File: src/rtl/sop_cell_pkg.sv
package sop_cell_pkg;

   typedef enum logic [1:0] {
      POL_ZERO = 2'd0,
      POL_ONE  = 2'd1,
      POL_TERM = 2'd2,
      POL_RSVD = 2'd3
   } pol_e;

   function automatic int sel_width(input int n);
      return (n > 1) ? $clog2(n) : 1;
   endfunction

endpackage

File: src/rtl/sop_lit_bus.sv
module sop_lit_bus #(
   parameter int GLB_W = 34,
   parameter int REG_W = 16,
   localparam int SIG_W = GLB_W + REG_W,
   localparam int LIT_W = 2 * SIG_W
) (
   input  logic [GLB_W-1:0] glb_in,
   input  logic [REG_W-1:0] rgn_in,
   output logic [LIT_W-1:0] lit
);

   logic [SIG_W-1:0] sig;

   assign sig = {rgn_in, glb_in};

   // true forms low, complements high
   genvar gi;
   generate
      for (gi = 0; gi < SIG_W; gi++) begin : g_lit
         assign lit[gi]         = sig[gi];
         assign lit[SIG_W + gi] = ~sig[gi];
      end
   endgenerate

endmodule

File: src/rtl/sop_pterm.sv
module sop_pterm #(
   parameter int LIT_W = 100
) (
   input  logic [LIT_W-1:0] lit,
   input  logic [LIT_W-1:0] mask,
   output logic             term
);

   // unselected literals are forced high, so an empty mask yields 1
   assign term = &(lit | ~mask);

   always_comb begin
      if (mask == '0) begin
         AST_EMPTY_MASK_HIGH: assert (term == 1'b1)
            else $error("empty mask term not high");
      end
   end

endmodule

File: src/rtl/sop_term_pick.sv
module sop_term_pick #(
   parameter int NT    = 5,
   parameter int SEL_W = 3
) (
   input  logic [NT-1:0]    terms,
   input  logic [SEL_W-1:0] sel,
   output logic             picked
);

   always_comb begin
      picked = 1'b0;
      for (int k = 0; k < NT; k++) begin
         if (int'(sel) == k) picked = terms[k];
      end
   end

endmodule

File: src/rtl/sop_sum_stage.sv
module sop_sum_stage
   import sop_cell_pkg::*;
#(
   parameter int NT      = 5,
   parameter bit CASC_EN = 1'b1
) (
   input  logic [NT-1:0] terms,
   input  logic [NT-1:0] or_en,
   input  logic          casc_in,
   input  logic [1:0]    pol,
   input  logic          xor_term,
   output logic          local_sum,
   output logic          casc_out,
   output logic          cell_out
);

   logic xor_b;

   assign local_sum = |(terms & or_en);

   generate
      if (CASC_EN) begin : g_casc
         assign casc_out = local_sum | casc_in;
      end else begin : g_nocasc
         logic unused_casc;
         assign unused_casc = casc_in;
         assign casc_out    = local_sum;
      end
   endgenerate

   always_comb begin
      case (pol_e'(pol))
         POL_ONE:  xor_b = 1'b1;
         POL_TERM: xor_b = xor_term;
         default:  xor_b = 1'b0;
      endcase
   end

   assign cell_out = casc_out ^ xor_b;

endmodule

File: src/rtl/sop_cell.sv
module sop_cell
   import sop_cell_pkg::*;
#(
   parameter int GLB_W   = 34,
   parameter int REG_W   = 16,
   parameter int NT      = 5,
   parameter bit CASC_EN = 1'b1,
   parameter int SEL_W   = sop_cell_pkg::sel_width(NT)
) (
   input  logic [GLB_W-1:0]                  glb_in,
   input  logic [REG_W-1:0]                  rgn_in,
   input  logic                              casc_in,
   input  logic [NT*2*(GLB_W+REG_W)-1:0]     cfg_mask,
   input  logic [NT-1:0]                     cfg_or_en,
   input  logic [1:0]                        cfg_pol,
   input  logic [SEL_W-1:0]                  cfg_xsel,
   input  logic [SEL_W-1:0]                  cfg_fsel,
   input  logic [SEL_W-1:0]                  cfg_dsel,
   output logic                              cell_out,
   output logic                              casc_out,
   output logic                              fold_out,
   output logic                              dat_out
);

   localparam int SIG_W = GLB_W + REG_W;
   localparam int LIT_W = 2 * SIG_W;

   generate
      if (GLB_W < 1 || REG_W < 1) begin : g_bad_width
         $error("sop_cell: bus widths must be at least 1");
      end
      if (NT < 1) begin : g_bad_nt
         $error("sop_cell: at least one product term required");
      end
      if ((1 << SEL_W) < NT) begin : g_bad_sel
         $error("sop_cell: SEL_W too narrow for NT");
      end
   endgenerate

   logic [LIT_W-1:0] lit;
   logic [NT-1:0]    terms;
   logic             xor_term;
   logic             fold_term;
   logic             local_sum;

   sop_lit_bus #(.GLB_W(GLB_W), .REG_W(REG_W)) u_lit (
      .glb_in (glb_in),
      .rgn_in (rgn_in),
      .lit    (lit)
   );

   genvar tk;
   generate
      for (tk = 0; tk < NT; tk++) begin : g_term
         sop_pterm #(.LIT_W(LIT_W)) u_pt (
            .lit  (lit),
            .mask (cfg_mask[tk*LIT_W +: LIT_W]),
            .term (terms[tk])
         );
      end
   endgenerate

   sop_term_pick #(.NT(NT), .SEL_W(SEL_W)) u_pick_x (
      .terms (terms), .sel (cfg_xsel), .picked (xor_term)
   );
   sop_term_pick #(.NT(NT), .SEL_W(SEL_W)) u_pick_f (
      .terms (terms), .sel (cfg_fsel), .picked (fold_term)
   );
   sop_term_pick #(.NT(NT), .SEL_W(SEL_W)) u_pick_d (
      .terms (terms), .sel (cfg_dsel), .picked (dat_out)
   );

   assign fold_out = ~fold_term;

   sop_sum_stage #(.NT(NT), .CASC_EN(CASC_EN)) u_sum (
      .terms     (terms),
      .or_en     (cfg_or_en),
      .casc_in   (casc_in),
      .pol       (cfg_pol),
      .xor_term  (xor_term),
      .local_sum (local_sum),
      .casc_out  (casc_out),
      .cell_out  (cell_out)
   );

   always_comb begin
      if (CASC_EN && casc_in) begin
         AST_CASC_PASS: assert (casc_out == 1'b1)
            else $error("cascade input lost");
      end
      if (cfg_or_en == '0 && (!casc_in || !CASC_EN)) begin
         AST_NO_TERMS_ZERO: assert (casc_out == 1'b0)
            else $error("sum high with no terms");
      end
      if (cfg_pol == 2'd0 || cfg_pol == 2'd3) begin
         AST_POL_PASS: assert (cell_out == casc_out)
            else $error("polarity zero mode altered sum");
      end
      if (cfg_pol == 2'd1) begin
         AST_POL_INVERT: assert (cell_out != casc_out)
            else $error("polarity one mode did not invert");
      end
      if (cfg_fsel == cfg_dsel) begin
         AST_FOLD_INVERSE: assert (fold_out != dat_out)
            else $error("foldback not inverse of term");
      end
      if (!CASC_EN) begin
         AST_NOCASC_SUM: assert (casc_out == local_sum)
            else $error("cascade leaked when disabled");
      end
   end

endmodule

File: config.mk
export PLATFORM = sky130hd
export DESIGN_NAME = sop_cell
export DESIGN_NICKNAME = d
export VERILOG_FILES = /design/src/rtl/sop_cell_pkg.sv /design/src/rtl/sop_lit_bus.sv /design/src/rtl/sop_pterm.sv /design/src/rtl/sop_term_pick.sv /design/src/rtl/sop_sum_stage.sv /design/src/rtl/sop_cell.sv
export SDC_FILE = /design/constraint.sdc
export NUM_CORES = 1
export LEC_CHECK = 0
export BUFFER_PORTS_ARGS = -buffer_cell sky130_fd_sc_hd__buf_4
export CAP_MARGIN = 20
export CELL_PAD_IN_SITES_DETAIL_PLACEMENT = 0
export CELL_PAD_IN_SITES_GLOBAL_PLACEMENT = 1
export CORE_AREA = 2 2 221 223
export DETAILED_ROUTE_END_ITERATION = 10
export DIE_AREA = 0 0 223 225
export GPL_TIMING_DRIVEN = 0
export PLACE_DENSITY_LB_ADDON = 0.08
export REMOVE_ABC_BUFFERS = 1
export SYNTH_ARGS = -nofsm -noshare
export SYNTH_HDL_FRONTEND = slang
export SYNTH_HIERARCHICAL = 1
export SYNTH_SLANG_ARGS = --single-unit
File: constraint.sdc
create_clock -name vclk -period 6.8
set_input_delay 1.36 -clock vclk [all_inputs]
set_output_delay 1.36 -clock vclk [all_outputs]
set_load 0.02 [all_outputs]
==> run metrics, run 1 <==
DIE WIDTH 223 um; critical path class input pin to output pin; pwr/cell area 53.7 mW/mm2; vias in the first global route 8369; Fin. Hold Viols 0; Setup TNS Final 0 ps; GPL Wtd Cong 0.793; Mapped Cells 929; 1st-pass router iterations 4; critical-path cell list buf_4 -> inv_1 -> o22ai_1 -> nor4_1 -> nand4_1 -> nor4_2 -> mux2_4 -> nand3b_2 -> o311ai_1 -> a21oi_1 -> nor2_1 -> xor2_1 -> buf_4; status complete, no violations; setup bufs post-CTS 0; Core Footprint 0.0475 mm2; post-synthesis average cell area 5.24 um2; mean routed wirelength per cell 21.0 um; Hold/Removal Path Class input pin to output pin; Layout area overhead 96.3%; Max Cap Viol 0; Worst path max stage delay 640 ps; first-pass GRT wire length 59200 um; Non-Filler Instances 2067; critical path endpoint category output pin; Seq. cell area 0 um2; Synth warnings 6; WP data arrival 4550 ps; Slew HR 0.511; kind of cell adding the most delay to the critical path simple AND/OR/NAND/NOR gates; CP startpoint kind input pin; post-route ant nets 0; Fillers 5652; Crit. Startpoint rgn_in[13]; share of cells above drive strength 1 0.401; clock period minus worst slack 5910 ps; VDD IR max 0.0000230 V; # nets final 2021; synthesized area 0.00486 mm2; CLK BUF 0; Final Max Tran Viols 0; DP HPWL 40700 um; worst-path maximum fanout 6; Post-CTS Hold Buffers 0; slowest cell on the critical path nor4_2; IO Pins 571; total wire length 43300 um; total power 513 uW; Static Leak 0.00587 uW; CP dominant cell by count buf_4; Max Fclk 0.169 GHz; critical path data required time 5440 ps; initial antenna violation count 4; largest net degree at the start of global routing 7; worst path bufs/invs 3; most common cell after layout, fill and taps aside buf_4; Vias/cell 3.75; fin crit share 0.869; # DRC 0; row cnt 80; Congestion Overflow GR 0; Die H 225 um; die area 0.0502 mm2; post-cts repair resize count 0; Placed Cells 2065; worst slew pin tran 726 ps; gr usage total 0.164; I/O Buffers 571; initial detailed-routing violation count 246; via count 7756; hold_sp casc_in; RSZ-0062 raised after global routing no; Starting Density 0.102; most frequent cells in the layout 571 x buf_4, 468 x inv_1, 180 x o22ai_1, 80 x nand2b_1; endpoints failing setup 0; num sequential 0
final cells by class:
type                       count  area, um2  area share
tap                          615        769      0.0806
antenna                        2       5.00    0.000524
inverter                     468       1760       0.184
timing repair buffer         571       4290       0.449
multi-input combinational    411       2730       0.286
worst min-delay path: stages:
cell	delay, ps
buf_4	70
nand3b_1	140
buf_4	170
worst paths after layout:
kind,end,slack [ps],cells after the start
setup / recovery,cell_out,890,13
hold / removal,casc_out,3100,3
layer usage:
| layer | vias to the layer above | part of all wire | routed length, um | global-route usage |
|---|---|---|---|---|
| met4 | 0 | 0.0091 | 393 | 0.0178 |
| met3 | 14 | 0.068 | 2950 | 0.0377 |
| met5 | - | 0 | 0 | 0 |
| li1 | 3973 | - | - | - |
| met2 | 283 | 0.53 | 22800 | 0.315 |
| met1 | 3486 | 0.40 | 17200 | 0.188 |
per-stage QoR:
| stage | instance area, um2 | setup WS (ps) | hold slack (ps) | utilization |
|---|---|---|---|---|
| 2_1_floorplan | 4490 | 2230 | 2930 | - |
| 3_3_place_gp | 9540 | 700 | 3090 | 0.201 |
| 3_5_place_dp | 9540 | 700 | 3100 | 0.201 |
| 4_1_cts | 9540 | 679 | 3110 | 0.201 |
| 5_1_grt | 9550 | 562 | 3120 | 0.201 |
| 6_report | 9550 | 888 | 3100 | 0.201 |
power breakdown:
group | internal [uW] | total, uW | switching, uW
registers | 0 | 0 | 0
clock network | 0.0000396 | 0.0000396 | 0
logic | 294 | 513 | 219
(Power assumes the default switching activity.)
==> run 2: changes to the inputs <==
- ABC_CLOCK_PERIOD_IN_PS: unset -> 6800
- MAX_ROUTING_LAYER: unset -> met4
==> run 2 against run 1 <==
Compared with the run above: die area is the same; combinational power about the same; worst hold slack about the same; clock-buffer cell count is the same; sequential share of layout area unchanged; core utilization about the same; cell count is essentially flat; design area about the same; sequential cell count unchanged; global-route usage grew 0.48 points; critical path depth rose by 1; wire length increased by 0.17%; largest cell class unchanged.
==> run metrics, run 2 (same netlist as run 1, synthesis figures left out) <==
status complete, no violations; Congestion Overflow GR 0; pwr/cell area 53.8 mW/mm2; Area after DPL 0.00954 mm2; Post-CTS Hold Buffers 0; clock period minus worst slack 5910 ps; Core Footprint 0.0475 mm2; RSZ-0062 raised after global routing no; Setup TNS Final 0 ps; worst-path maximum fanout 6; total wire length 43400 um; die area 0.0502 mm2; busiest layer in global routing met2; most common cell after layout, fill and taps aside buf_4; Max Fclk 0.169 GHz; Non-Filler Instances 2068; gr usage total 0.168; setup bufs post-CTS 0; 1st-pass router iterations 4; via count 7782; mean routed wirelength per cell 21.0 um; critical path data required time 5440 ps; final hold slack 3100 ps; Fin. Hold Viols 0; WHS Path Cells 3; I/O Buffers 571; CP startpoint kind input pin; endpoints failing setup 0; fin crit share 0.868; DIE WIDTH 223 um; critical path class input pin to output pin; WP data arrival 4550 ps; most frequent cells in the layout 571 x buf_4, 468 x inv_1, 180 x o22ai_1, 80 x nand2b_1; Placed Cells 2065; CLK BUF 0; Layout area overhead 96.4%; Seq. cell area 0 um2; M3 GR Usage 0.0334; post-cts repair resize count 0; # nets final 2021; Max Cap Viol 0; multi-input logic area 0.00273 mm2; critical path endpoint category output pin; row cnt 80; DP HPWL 40700 um; Hold/Removal Path Class input pin to output pin; initial antenna violation count 4; hold_sp casc_in; # DRC 0; Die H 225 um; Starting Density 0.102; IO Pins 571; Vias/cell 3.76; grt met2 use 0.315; worst slew pin tran 727 ps; Fillers 5653; Setup WS post-layout 895 ps; vias in the first global route 8380; post-route ant nets 0; num sequential 0; first-pass GRT wire length 59100 um; VDD IR max 0.0000228 V; largest net degree at the start of global routing 7; share of cells above drive strength 1 0.401; met1 GRT Util 0.190; Final Max Tran Viols 0; Post-Layout Inst Area 0.00955 mm2; Hold Crit Endpoint casc_out; Setup WS pre-CTS 700 ps; Static Leak 0.00587 uW; Slew HR 0.511; GPL Wtd Cong 0.805; initial detailed-routing violation count 301
## run 2: worst max-delay path, stage by stage
cell	delay, ps
buf_4	150
inv_1	200
nand2b_1	210
o2111ai_1	120
nor3_1	530
nand4_1	230
nor4_2	690
mux2_4	280
nand3b_2	70
o311ai_1	110
a21oi_1	110
nor2_1	130
xor2_1	160
buf_4	170
## run 2: metrics by stage
| stage | utilization | power [uW] |
|---|---|---|
| final | 0.201 | 514 |
| after global routing | 0.201 | 565 |
| after CTS | 0.201 | 524 |
| after detailed placement | 0.201 | 523 |
| after global placement | 0.201 | 519 |
| after floorplan | - | 162 |
## run 2: routing by layer
| layer | vias up | part of all wire |
|---|---|---|
| li1 | 3965 | - |
| met1 | 3520 | 0.40 |
| met2 | 283 | 0.53 |
| met3 | 14 | 0.061 |
| met4 | 0 | 0.0090 |
| met5 | - | 0 |
## run 2: power breakdown
group | internal, uW | total [uW] | leakage [uW] | switching [uW]
logic | 294 | 514 | 0.00587 | 220
clock network | 0.0000594 | 0.0000594 | 0.0000000190 | 0
registers | 0 | 0 | 0 | 0
total | 294 | 514 | 0.00587 | 220
## run 2: worst max-delay path by stage
stage          startpoint        to  slack, ps  cells after the start
6_report        glb_in[9]  cell_out        890                     14
5_1_grt        glb_in[10]  cell_out        560                     13
4_1_cts        glb_in[28]  cell_out        680                     12
3_5_place_dp   glb_in[28]  cell_out        700                     12
3_3_place_gp   glb_in[28]  cell_out        700                     12
2_1_floorplan   rgn_in[9]  cell_out       2230                     12
## run 2: final cells by class
cell class,instances,area share
inverter,468,0.184
antenna,3,0.000786
multi-input combinational,411,0.286
timing repair buffer,571,0.449
tap,615,0.0806
==> run 3: changes to the inputs <==
- ABC_CLOCK_PERIOD_IN_PS: 6800 -> 5600
- CORE_AREA: 2 2 221 223 -> 2 2 219 221
- DIE_AREA: 0 0 223 225 -> 0 0 221 223
- clock period: 6.8 -> 5.6 ns (I/O delays scaled with it)
==> run 3 against run 2 <==
Compared with the run above: sequential share of layout area unchanged; cell count grew 0.19%; combinational power up 22%; via count increased by 1.4%; worst hold slack lost 490 ps; critical endpoint unchanged.
==> run metrics, run 3 (same netlist as run 1, synthesis figures left out) <==
Final Core Density 0.204; critical path class input pin to output pin; Core Footprint 0.0471 mm2; Seq. cell area 0 um2; # nets final 2021; clock period minus worst slack 5250 ps; largest net degree at the start of global routing 7; endpoints failing setup 0; CP dominant cell by count buf_4; row cnt 80; post-route ant nets 0; Final Max Tran Viols 0; Setup WS pre-CTS -97.2 ps; DIE WIDTH 221 um; VDD IR max 0.0000186 V; 1st-pass router iterations 4; worst path bufs/invs 3; fin crit share 0.937; multi-input logic area 0.00277 mm2; Worst path max stage delay 690 ps; Setup WS post-layout 354 ps; kind of cell adding the most delay to the critical path simple AND/OR/NAND/NOR gates; Slew HR 0.480; mean routed wirelength per cell 21.1 um; first-pass GRT wire length 59700 um; IO Pins 571; I/O Buffers 571; Layout area overhead 97.5%; via count 7894; critical path endpoint category output pin; pwr/cell area 65.3 mW/mm2; DP HPWL 40900 um; vias in the first global route 8408; Static Leak 0.00592 uW; CLK BUF 0; die area 0.0493 mm2; gr usage total 0.172; slowest cell on the critical path nor4_1; # DRC 0; Congestion Overflow GR 0; share of cells above drive strength 1 0.403; num sequential 0; status complete, no violations; Vias/cell 3.81; Max Fclk 0.191 GHz; initial antenna violation count 8; most common cell after layout, fill and taps aside buf_4; Fin. Hold Viols 0; GPL Wtd Cong 0.858; critical-path cell list buf_4 -> inv_1 -> o22ai_1 -> nor4_1 -> nand4_1 -> nor4_4 -> mux2_4 -> nand3b_2 -> o311ai_1 -> a21oi_1 -> nor2_1 -> xor2_1 -> buf_4; Fillers 5570; Starting Density 0.103; Hold/Removal Path Class input pin to output pin; critical path data required time 4480 ps; most frequent cells in the layout 571 x buf_4, 468 x inv_1, 180 x o22ai_1, 80 x nand2b_1, 30 x o2111ai_1; total wire length 43600 um; worst slew pin tran 773 ps; Die H 223 um; RSZ-0062 raised after global routing no; Max Cap Viol 0; CP startpoint kind input pin; worst-path maximum fanout 6; WP data arrival 4130 ps; initial detailed-routing violation count 292; total power 627 uW
run 3: worst paths after layout:
path	startpoint	slack [ps]	cells after the start	endpoint
worst max-delay path	rgn_in[15]	350	13	cell_out
worst min-delay path	cfg_dsel[1]	2610	3	dat_out
run 3: through the flow:
| stage | hold WS, ps | cell area [um2] | TNS (ps) | instances |
|---|---|---|---|---|
| final | 2610 | 9600 | 0 | 2072 |
| after CTS | 2610 | 9560 | 0 | 2065 |
| after global routing | 2640 | 9600 | 0 | 2072 |
| after floorplan | 2450 | 4490 | 0 | 879 |
| after global placement | 2620 | 9540 | -97.0 | 2065 |
| after detailed placement | 2620 | 9540 | -97.2 | 2065 |
run 3: where the power goes:
group | internal, uW | leakage, uW | switching (uW) | total [uW]
logic | 357 | 0.00592 | 270 | 627
registers | 0 | 0 | 0 | 0
clock network | 0.000168 | 0.0000000444 | 0 | 0.000168
total | 357 | 0.00592 | 270 | 627
run 3: area by class of cell:
class / instances / area share
diodes: 7 / 0.00182
repair buffers: 571 / 0.446
well taps: 615 / 0.0801
inverters: 468 / 0.183
multi-input cells: 411 / 0.289
run 3: metal layers:
layer / part of all wire / routed length, um / vias to the layer above / track usage
met5: 0 / 0 / - / -
met4: 0.0092 / 401 / 0 / 0.0201
met3: 0.060 / 2600 / 16 / 0.0366
met2: 0.52 / 22800 / 318 / 0.314
met1: 0.41 / 17800 / 3595 / 0.197
li1: - / - / 3965 / -
run 3: worst min-delay path, cell delays in order:
cell	delay (ps)
buf_4	100
o311ai_1	100
buf_4	170
run 3: repair_timing:
| item | CTS | global route |
|---|---|---|
| buffers inserted | 0 | 0 |
| hold buffers | 0 | 0 |
| setup endpoints to repair | 1 | 1 |
| gates resized for setup | 2 | 4 |
